`src/rtl/fz_pkg.sv`:
```
package fz_pkg;

  localparam int unsigned N_SETS    = 3;
  localparam int unsigned N_SIDE    = 9;
  localparam int unsigned N_RULES   = 2 * N_SIDE;

  typedef enum logic [1:0] {
    SET_GOOD = 2'd0,
    SET_MED  = 2'd1,
    SET_BAD  = 2'd2
  } fz_set_e;

  typedef enum logic [1:0] {
    OUT_GOOD = 2'd0,
    OUT_MED  = 2'd1,
    OUT_BAD  = 2'd2
  } fz_out_e;

  // side 0 pairs cost with left edge, side 1 with right edge
  function automatic fz_out_e rule_out(input int side, input int cs, input int ds);
    fz_out_e o;
    o = OUT_MED;
    if (side == 0) begin
      if (cs == 0 && (ds == 0 || ds == 1)) o = OUT_GOOD;
      if (cs == ds && cs != 0)             o = OUT_BAD;
    end else begin
      if (cs == 0 && ds == 0)              o = OUT_GOOD;
      if ((cs == 1 && ds == 0) || (cs == 2 && ds != 0)) o = OUT_BAD;
    end
    return o;
  endfunction

endpackage

```
`src/rtl/fz_fuzzify.sv`:
```
module fz_fuzzify #(
  parameter int unsigned DW = 8
) (
  input  logic [DW-1:0]         h_i,
  output logic [2:0][DW-1:0]    mu_o
);
  logic [DW-2:0] fold;

  // slopes are 1 and 2, so every degree is a bit manipulation
  always_comb begin
    fold     = h_i[DW-1] ? ~h_i[DW-2:0] : h_i[DW-2:0];
    mu_o[0]  = ~h_i;
    mu_o[1]  = {fold, 1'b0};
    mu_o[2]  = h_i;
  end
endmodule

```
`src/rtl/fz_rule_bank.sv`:
```
module fz_rule_bank
  import fz_pkg::*;
#(
  parameter int unsigned DW = 8
) (
  input  logic [2:0][DW-1:0]         mu_c_i,
  input  logic [2:0][DW-1:0]         mu_l_i,
  input  logic [2:0][DW-1:0]         mu_r_i,
  input  logic                       gov_hi_i,
  output logic [N_RULES-1:0][DW-1:0] cq_o
);
  localparam int unsigned SW = DW + 4;
  localparam logic signed [SW-1:0] LO_K = SW'(3 << DW);
  localparam logic signed [SW-1:0] HI_K = SW'(5 << DW);
  localparam logic signed [SW-1:0] MAXS = SW'((1 << DW) - 1);

  for (genvar r = 0; r < N_RULES; r++) begin : g_rule
    localparam int SIDE = r / N_SIDE;
    localparam int CS   = (r % N_SIDE) / N_SETS;
    localparam int DS   = r % N_SETS;
    localparam fz_out_e OC = rule_out(SIDE, CS, DS);

    logic [DW-1:0] ed, ante;
    assign ed   = (SIDE == 0) ? mu_l_i[DS] : mu_r_i[DS];
    assign ante = (mu_c_i[CS] < ed) ? mu_c_i[CS] : ed;

    if (OC == OUT_GOOD) begin : g_good
      assign cq_o[r] = ante;
    end else if (OC == OUT_BAD) begin : g_bad
      assign cq_o[r] = ~ante;
    end else begin : g_med
      logic signed [SW-1:0] ext, f3v;
      always_comb begin
        ext = $signed({{(SW-DW){1'b0}}, ante});
        f3v = gov_hi_i ? ((HI_K - ext) >>> 3) : ((ext - LO_K) >>> 3);
        if (f3v < 0)         cq_o[r] = '0;
        else if (f3v > MAXS) cq_o[r] = '1;
        else                 cq_o[r] = f3v[DW-1:0];
      end
    end
  end
endmodule

```
`src/rtl/fz_top2_mean.sv`:
```
module fz_top2_mean #(
  parameter int unsigned DW = 8,
  parameter int unsigned N  = 18
) (
  input  logic [N-1:0][DW-1:0] v_i,
  output logic [DW-1:0]        mean_o
);
  logic [DW-1:0] m1, m2;
  logic [DW:0]   sum;

  always_comb begin
    m1 = '0;
    m2 = '0;
    for (int i = 0; i < N; i++) begin
      if (v_i[i] > m1) begin
        m2 = m1;
        m1 = v_i[i];
      end else if (v_i[i] > m2) begin
        m2 = v_i[i];
      end
    end
    sum    = {1'b0, m1} + {1'b0, m2};
    mean_o = sum[DW:1];
  end
endmodule

```
`src/rtl/fz_sim_engine.sv`:
```
module fz_sim_engine
  import fz_pkg::*;
#(
  parameter int unsigned DW    = 8,
  parameter int unsigned TAG_W = 4
) (
  input  logic             clk_i,
  input  logic             rst_ni,
  input  logic             valid_i,
  input  logic [TAG_W-1:0] tag_i,
  input  logic [DW-1:0]    cost_i,
  input  logic [DW-1:0]    edge_l_i,
  input  logic [DW-1:0]    edge_r_i,
  output logic             valid_o,
  output logic [TAG_W-1:0] tag_o,
  output logic [DW-1:0]    sim_o
);
  localparam int unsigned N_PAR = 3;

  logic [N_PAR-1:0][DW-1:0]      par;
  logic [N_PAR-1:0][2:0][DW-1:0] mu_d, mu_q;
  logic                          gov_q;
  logic                          v1_q, v2_q;
  logic [TAG_W-1:0]              tag1_q, tag2_q;
  logic [N_RULES-1:0][DW-1:0]    cq_d, cq_q;
  logic [DW-1:0]                 mean_d;

  assign par = {edge_r_i, edge_l_i, cost_i};

  for (genvar p = 0; p < N_PAR; p++) begin : g_fz
    fz_fuzzify #(.DW(DW)) u_fz (
      .h_i  (par[p]),
      .mu_o (mu_d[p])
    );
  end

  // stage 1: degrees
  always_ff @(posedge clk_i or negedge rst_ni) begin
    if (!rst_ni) begin
      v1_q   <= 1'b0;
      mu_q   <= '0;
      gov_q  <= 1'b0;
      tag1_q <= '0;
    end else begin
      v1_q <= valid_i;
      if (valid_i) begin
        mu_q   <= mu_d;
        gov_q  <= cost_i[DW-1];
        tag1_q <= tag_i;
      end
    end
  end

  fz_rule_bank #(.DW(DW)) u_rules (
    .mu_c_i   (mu_q[0]),
    .mu_l_i   (mu_q[1]),
    .mu_r_i   (mu_q[2]),
    .gov_hi_i (gov_q),
    .cq_o     (cq_d)
  );

  // stage 2: consequents
  always_ff @(posedge clk_i or negedge rst_ni) begin
    if (!rst_ni) begin
      v2_q   <= 1'b0;
      cq_q   <= '0;
      tag2_q <= '0;
    end else begin
      v2_q <= v1_q;
      if (v1_q) begin
        cq_q   <= cq_d;
        tag2_q <= tag1_q;
      end
    end
  end

  fz_top2_mean #(.DW(DW), .N(N_RULES)) u_mean (
    .v_i    (cq_q),
    .mean_o (mean_d)
  );

  // stage 3: score
  always_ff @(posedge clk_i or negedge rst_ni) begin
    if (!rst_ni) begin
      valid_o <= 1'b0;
      sim_o   <= '0;
      tag_o   <= '0;
    end else begin
      valid_o <= v2_q;
      if (v2_q) begin
        sim_o <= mean_d;
        tag_o <= tag2_q;
      end
    end
  end
endmodule

```
`config.mk`:
```
export PLATFORM = sky130hd
export DESIGN_NAME = fz_sim_engine
export DESIGN_NICKNAME = d
export VERILOG_FILES = /design/src/rtl/fz_pkg.sv /design/src/rtl/fz_fuzzify.sv /design/src/rtl/fz_rule_bank.sv /design/src/rtl/fz_top2_mean.sv /design/src/rtl/fz_sim_engine.sv
export SDC_FILE = /design/constraint.sdc
export NUM_CORES = 1
export LEC_CHECK = 0
export ABC_CLOCK_PERIOD_IN_PS = 42400
export BUFFER_PORTS_ARGS = -buffer_cell sky130_fd_sc_hd__buf_2
export CAP_MARGIN = 10
export CORE_AREA = 2 2 224 226
export CTS_BUF_LIST = sky130_fd_sc_hd__clkbuf_4
export DETAILED_ROUTE_END_ITERATION = 7
export DIE_AREA = 0 0 226 228
export GPL_ROUTABILITY_DRIVEN = 0
export PLACE_DENSITY = 0.67
export SYNTH_ARGS = -nofsm -noshare
export SYNTH_HDL_FRONTEND = slang
export SYNTH_SLANG_ARGS = --single-unit
export TNS_END_PERCENT = 30
```
`constraint.sdc`:
```
create_clock -name clk_i -period 42.4 [get_ports clk_i]
set_input_delay 8.48 -clock clk_i [delete_from_list [all_inputs] [get_ports clk_i]]
set_output_delay 8.48 -clock clk_i [all_outputs]
set_load 0.01 [all_outputs]
```
==> Yosys cells after proc, flatten, opt, wreduce, memory -nomap -nowiden <==
Index checks and enable logic that the tools add are counted.
{ "totals": {"ff_bits": 237, "wordCells": 243} }
{ "op_classes": {"add_sub_neg": 21, "magnitude_cmp": 73, "muxes": 103, "bitwise": 11} }
{ "ops": {"columns": ["cell", "count"], "rows": [
  ["8-bit 2-to-1 mux", 90],
  ["8-bit greater-than comparator", 33],
  ["8-bit < comparator", 18],
  ["12-bit by 9-bit greater-than comparator with 1-bit output (second input constant)", 10],
  ["12-bit by 1-bit < comparator with 1-bit output (second input constant)", 10],
  ["12-bit 2-to-1 mux", 10],
  ["11-bit by 8-bit subtractor with 12-bit output (first input constant)", 10],
  ["8-bit by 10-bit subtractor with 11-bit output (second input constant)", 10],
  ["8-bit inverter", 8],
  ["7-bit 2-to-1 mux", 3],
  ["7-bit inverter", 3],
  ["8-bit by 1-bit greater-than comparator with 1-bit output (second input constant)", 2],
  ["8-bit by 8-bit adder with 9-bit output", 1]
]} }

==> Depth between registers and ports, before layout <==
{ "depth": {"depth_word": 53, "mapped_depth": 203} }

==> By module <==
Synthesis repeated with hierarchy kept, for this count alone.
{ "hier_totals": {"hier_cells": 3091, "hier_area_um2": 27301.2} }
{ "modules_own_cells": {"columns": ["mod", "instances", "cells_each", "area_each_um2", "seq_area_each_um2"], "rows": [
  ["fz_top2_mean", 1, 1821, 12391.9, 0.0],
  ["fz_sim_engine", 1, 503, 9022.4, 6005.8],
  ["fz_rule_bank", 1, 689, 5365.1, 0.0],
  ["fz_fuzzify", 3, 26, 173.9, 0.0]
]} }

==> Worst setup path after synthesis <==
Ideal clock, no wire load.
{ "synth_path": {"path_kind": "register to register", "from": "register cq_q[15] (netlist bit)", "to": "register sim_o[5]", "setup_ns": 0.125, "t_arrival_ns": 33.130, "t_required_ns": 42.275, "setup_slack_ns": 9.145, "path_stages_with_launch": 175, "path_buffers": 39, "path_cell_list": "dfrtp_1 ha_1 a41o_1 a21oi_2 nor2_1 a21oi_4 clkbuf_1 mux2i_1 ha_1 a21oi_1 nor2b_1 o21ai_0 o21ai_0 a31oi_2 or2_1 buf_4 clkbuf_1 clkbuf_1 [... 139 more ...] mux2i_1 ha_1 nor2b_1 o21a_1 o21ai_0 nand2b_1 a21oi_1 o21ai_0 o21ai_0 clkbuf_1 mux2i_1 fa_1 a21o_1 a21o_1 a21o_1 a21oi_1 xnor2_1 mux2_2"} }
{ "synth_between": {"elab_chain_len": 52} }
{ "synth_rtl": {"columns": ["item", "line_no", "text"], "rows": [
  ["start: declaration", "fz_sim_engine.sv:25", "logic [N_RULES-1:0][DW-1:0] cq_d, cq_q;"],
  ["start signal: assignment", "fz_sim_engine.sv:71", "cq_q <= cq_d;"],
  ["8-bit by 1-bit greater-than comparator with 1-bit output", "fz_top2_mean.sv:18", "end else if (v_i[i] > m2) begin"],
  ["8-bit 2-to-1 mux", "fz_top2_mean.sv:18", null],
  ["8-bit 2-to-1 mux", "fz_top2_mean.sv:15", "if (v_i[i] > m1) begin"],
  ["8-bit greater-than comparator", "fz_top2_mean.sv:18", null],
  ["8-bit 2-to-1 mux", "fz_top2_mean.sv:18", null],
  ["8-bit 2-to-1 mux", "fz_top2_mean.sv:15", null],
  ["8-bit greater-than comparator", "fz_top2_mean.sv:18", null],
  ["8-bit 2-to-1 mux", "fz_top2_mean.sv:18", null],
  ["[... 36 more ...]", null, null],
  ["8-bit 2-to-1 mux", "fz_top2_mean.sv:15", null],
  ["8-bit greater-than comparator", "fz_top2_mean.sv:18", null],
  ["8-bit 2-to-1 mux", "fz_top2_mean.sv:18", null],
  ["8-bit 2-to-1 mux", "fz_top2_mean.sv:15", null],
  ["8-bit greater-than comparator", "fz_top2_mean.sv:18", null],
  ["8-bit 2-to-1 mux", "fz_top2_mean.sv:18", null],
  ["8-bit 2-to-1 mux", "fz_top2_mean.sv:15", null],
  ["8-bit by 8-bit adder with 9-bit output *", "fz_top2_mean.sv:22", "sum = {1'b0, m1} + {1'b0, m2};"],
  ["end signal: assignment", "fz_sim_engine.sv:91", "sim_o <= mean_d;"],
  ["end: declaration", "fz_sim_engine.sv:16", "output logic [DW-1:0] sim_o"]
]} }
Every way passes the cells marked *; elsewhere a longest branch is shown, timed or not.
A chain may end at the register's enable or synchronous reset.

==> Worst setup path in the final report <==
{ "layout_path": {"from": "register cq_q[2] (netlist bit)", "to": "register sim_o[7]"} }
{ "layout_between": {"elab_chain_len": 53} }
{ "layout_rtl": {"columns": ["item", "line_no"], "rows": [
  ["8-bit by 1-bit greater-than comparator with 1-bit output", "fz_top2_mean.sv:15, fz_top2_mean.sv:18"],
  ["8-bit 2-to-1 mux *", "fz_top2_mean.sv:15, fz_top2_mean.sv:18"],
  ["8-bit greater-than comparator", "fz_top2_mean.sv:15"],
  ["8-bit 2-to-1 mux", "fz_top2_mean.sv:15"],
  ["8-bit greater-than comparator", "fz_top2_mean.sv:18"],
  ["8-bit 2-to-1 mux", "fz_top2_mean.sv:18"],
  ["8-bit 2-to-1 mux", "fz_top2_mean.sv:15"],
  ["8-bit greater-than comparator", "fz_top2_mean.sv:18"],
  ["[... 37 more ...]", null],
  ["8-bit 2-to-1 mux", "fz_top2_mean.sv:15"],
  ["8-bit greater-than comparator", "fz_top2_mean.sv:18"],
  ["8-bit 2-to-1 mux", "fz_top2_mean.sv:18"],
  ["8-bit 2-to-1 mux", "fz_top2_mean.sv:15"],
  ["8-bit greater-than comparator", "fz_top2_mean.sv:18"],
  ["8-bit 2-to-1 mux", "fz_top2_mean.sv:18"],
  ["8-bit 2-to-1 mux", "fz_top2_mean.sv:15"],
  ["8-bit by 8-bit adder with 9-bit output *", "fz_top2_mean.sv:22"]
]} }
Marks and branches as above.

==> qor.csv <==
stage,metric,value,unit
run_status,status,finished clean,
timing,fin crit period,38.41,ns
floorplan,Die Span Y,228,µm
cts,# hold bufs at CTS,0,
route,antenna-violating nets left,0,
layout,post-route cell area,25700,µm²
synthesis,main combinational cell family by area after synthesis,compound AO/OA/AOI/OAI gates,
synthesis,cell with the most instances after synthesis,ha_1,
timing,Pins Over Slew Limit,0,
synthesis,Synth area leaders,"dfrtp_1, ha_1, a21oi_1, mux2i_1, o21ai_0",
layout,# nets final,3414,
timing,Max-slew headroom,23.2,%
route,wire length per cell,19.4,µm
timing,Final Skew,0.0702,ns
synthesis,Post-Syn Area,24300,µm²
timing,Hold WS,0.499,ns
floorplan,Core ar.,49300,µm²
placement,Port Buffers,43,
route,Detailed Route WL,72.7,mm
cts,# Post-CTS Setup Buffers,0,
grt,initial antenna violation count,1,
setup_path,crit path capture type,flip-flop,
route,DRC Markers,0,
route,via count,23100,
synthesis,mux cell area share after synthesis,8.66,%
route,drt via density,6.14,
timing,Least-Margin Pin Slew,1.14,ns
setup_path,critical path's top delay family,compound AO/OA/AOI/OAI gates,
synthesis,Synth warnings,0,
cts,CTS sink cnt,217,
grt,GR Util All Layers,28.0,%
timing,final worst path period share,90.6,%
placement,DPL Wire Length,55.7,mm
setup_path,CP max-delay cell,o21ai_0,
timing,unrepaired setup endpoints after global routing,no,
synthesis,cell count after synthesis,3046,
timing,setup tns final,0,ns
synthesis,Synth top cells by count,"ha_1, nor2_1, a21oi_1",
floorplan,Ports,44,
synthesis,Synth Area in Simple Gates,17.3,%
cts,Clock Tree Root,clkbuf_4,
timing,Max Clk Rate,0.0260,GHz
synthesis,"FF+latch count, synth",217,
cts,# H-tree levels,2,
setup_path,critical setup path kind,flip-flop to flip-flop,
floorplan,Die Wd,226,µm
setup_path,Required @ worst endpoint,42.98,ns
cts,"CTS clk-pin slew, worst paths",0.07,ns
cts,Num CTS Buffers,58,
timing,Final setup violation count,0,
hold_path,Hold WC Path Type,flip-flop to flip-flop,
floorplan,# rows,82,
synthesis,Post-synth top flop,dfrtp_1,
cts,Resized Gates After CTS,0,
cts,CTS tree,yes,
job,Max-Cap Viols,0,
route,DRT Pass-1 Iters,6,
synthesis,xor/xnor cell area share of the yosys netlist,3.07,%
layout,"Area growth, synth to finish",5.96,%
synthesis,number of library cell types mapped by synthesis,115,
timing,endpoints failing hold,0,
synthesis,"Async S/R FF share, synth",100,%
cts,clk_lat worst skew,0.73,ns
placement,DP Area,25000,µm²
setup_path,CP bufs+invs,6,
setup_path,"Arr. time, crit path",38.99,ns
synthesis,"Seq/Total Area, Yosys",22.4,%
grt,first-pass GRT wire length,117,mm
synthesis,Compound-Gate Fraction of Synth Area,25.2,%
setup_path,CP max stage delay,0.88,ns
setup_path,"critical path fanouts, max",24,
floorplan,Initial Utilization,49.2,%
synthesis,syn nets,3421,
route,drt first-iter violations,1887,
floorplan,die footprint,51500,µm²
grt,number of global-route vias before repair,22000,
grt,GRT overflow,0,
synthesis,Synth top area share,22.4,%
synthesis,syn_area_per_cell,7.97,µm²
setup_path,startpoint types,flip-flop,
layout,layout cell share with drive strength beyond 1,9.22,%
synthesis,"EDFF count, synth",0,
cts,clk buf depth,3,
grt,largest net degree at the start of global routing,94,
synthesis,Synth area leader,dfrtp_1,
synthesis,Synth Area in Adders,17.9,%
## metal layers
metal | GRT usage, % | routed length, µm | part of all wire [%] | up-vias
met5 | 0 | 0 | 0 | -
met4 | 8.61 | 2060 | 2.8 | 0
met3 | 3.01 | 5160 | 7.1 | 144
met2 | 44.9 | 32800 | 45 | 903
met1 | 39.5 | 32700 | 45 | 11000
li1 | - | - | - | 11100
## worst paths after layout
path | end | slack [ns] | start | cells past startpoint
worst max register to register | sim_o[7]$_DFFE_PN0P_ | 3.99 | cq_q[2]$_DFFE_PN0P_ | 175
worst min register to register | tag_o[1]$_DFFE_PN0P_ | 0.50 | tag2_q[1]$_DFFE_PN0P_ | 1
min in group asynchronous | cq_q[97]$_DFFE_PN0P_ | 7.72 | rst_ni | 1
worst min-delay path | tag_o[1]$_DFFE_PN0P_ | 0.50 | tag2_q[1]$_DFFE_PN0P_ | 1
worst max-delay path | sim_o[7]$_DFFE_PN0P_ | 3.99 | cq_q[2]$_DFFE_PN0P_ | 175
max in group asynchronous | v1_q$_DFF_PN0_ | 33.19 | rst_ni | 2
## cells in the final DEF, fill, tap and decap left out, types with 38 or more instances in the layout
cell      instances
a21o_1           49
a21oi_1         302
buf_2            41
clkbuf_4         76
dfrtp_1         216
ha_1            343
inv_1           220
mux2_2           61
mux2i_1         139
nand2_1         209
nand2b_1         76
nand3_1          38
nor2_1          313
nor2b_1          67
o211ai_1         39
o21a_1           42
o21ai_0         247
o22ai_1          64
xnor2_1          74
## flip-flops by register name, indices dropped and copies added, names as in the netlist
name / cells
tag_o: 4
cq_q: 125
v1_q: 1
sim_o: 8
valid_o: 1
tag1_q: 4
mu_q: 69
tag2_q: 4
v2_q: 1
## area by class of cell
class	instances	area, µm²
Fill cell	4721	23600
Multi-Input combinational cell	2479	17500
Sequential cell	217	5430
Tap cell	672	841
Inverter	222	833
Clock buffer	76	571
Timing Repair Buffer	61	363
Clock inverter	26	155
Antenna cell	1	2.50
## per-stage QoR
stage / worst slack, ns / std cells / util [%]
2_1_floorplan: 9.15 / 3046 / -
3_3_place_gp: 6.27 / 3651 / 50.7
3_5_place_dp: 4.68 / 3651 / 50.7
4_1_cts: 4.58 / 3753 / 52.1
5_1_grt: 0.314 / 3754 / 52.2
6_report: 3.99 / 3754 / 52.2
## cell families after synthesis
| logic type | count (synthesis) |
|---|---|
| AO/OA/AOI/OAI | 963 |
| XOR/XNOR | 85 |
| flip-flops | 217 |
| buffers and inverters | 350 |
| AND/OR/NAND/NOR | 881 |
| multiplexers | 202 |
| adder cells (fa/ha/maj) | 348 |
## worst reg2reg max path, delay by kind of cell (launching register included)
kind / cells / cell delay [ns]
AO/OA/AOI/OAI: 90 / 21.15
AND/OR/NAND/NOR: 55 / 9.23
adder cells (fa/ha/maj): 18 / 5.92
multiplexers: 6 / 1.18
flip-flops: 1 / 0.41
buffers and inverters: 6 / 0.39
Power is left out: the tool's default activity adds up to more than one toggle a clock period on the data nets, which glitch-free logic cannot reach.
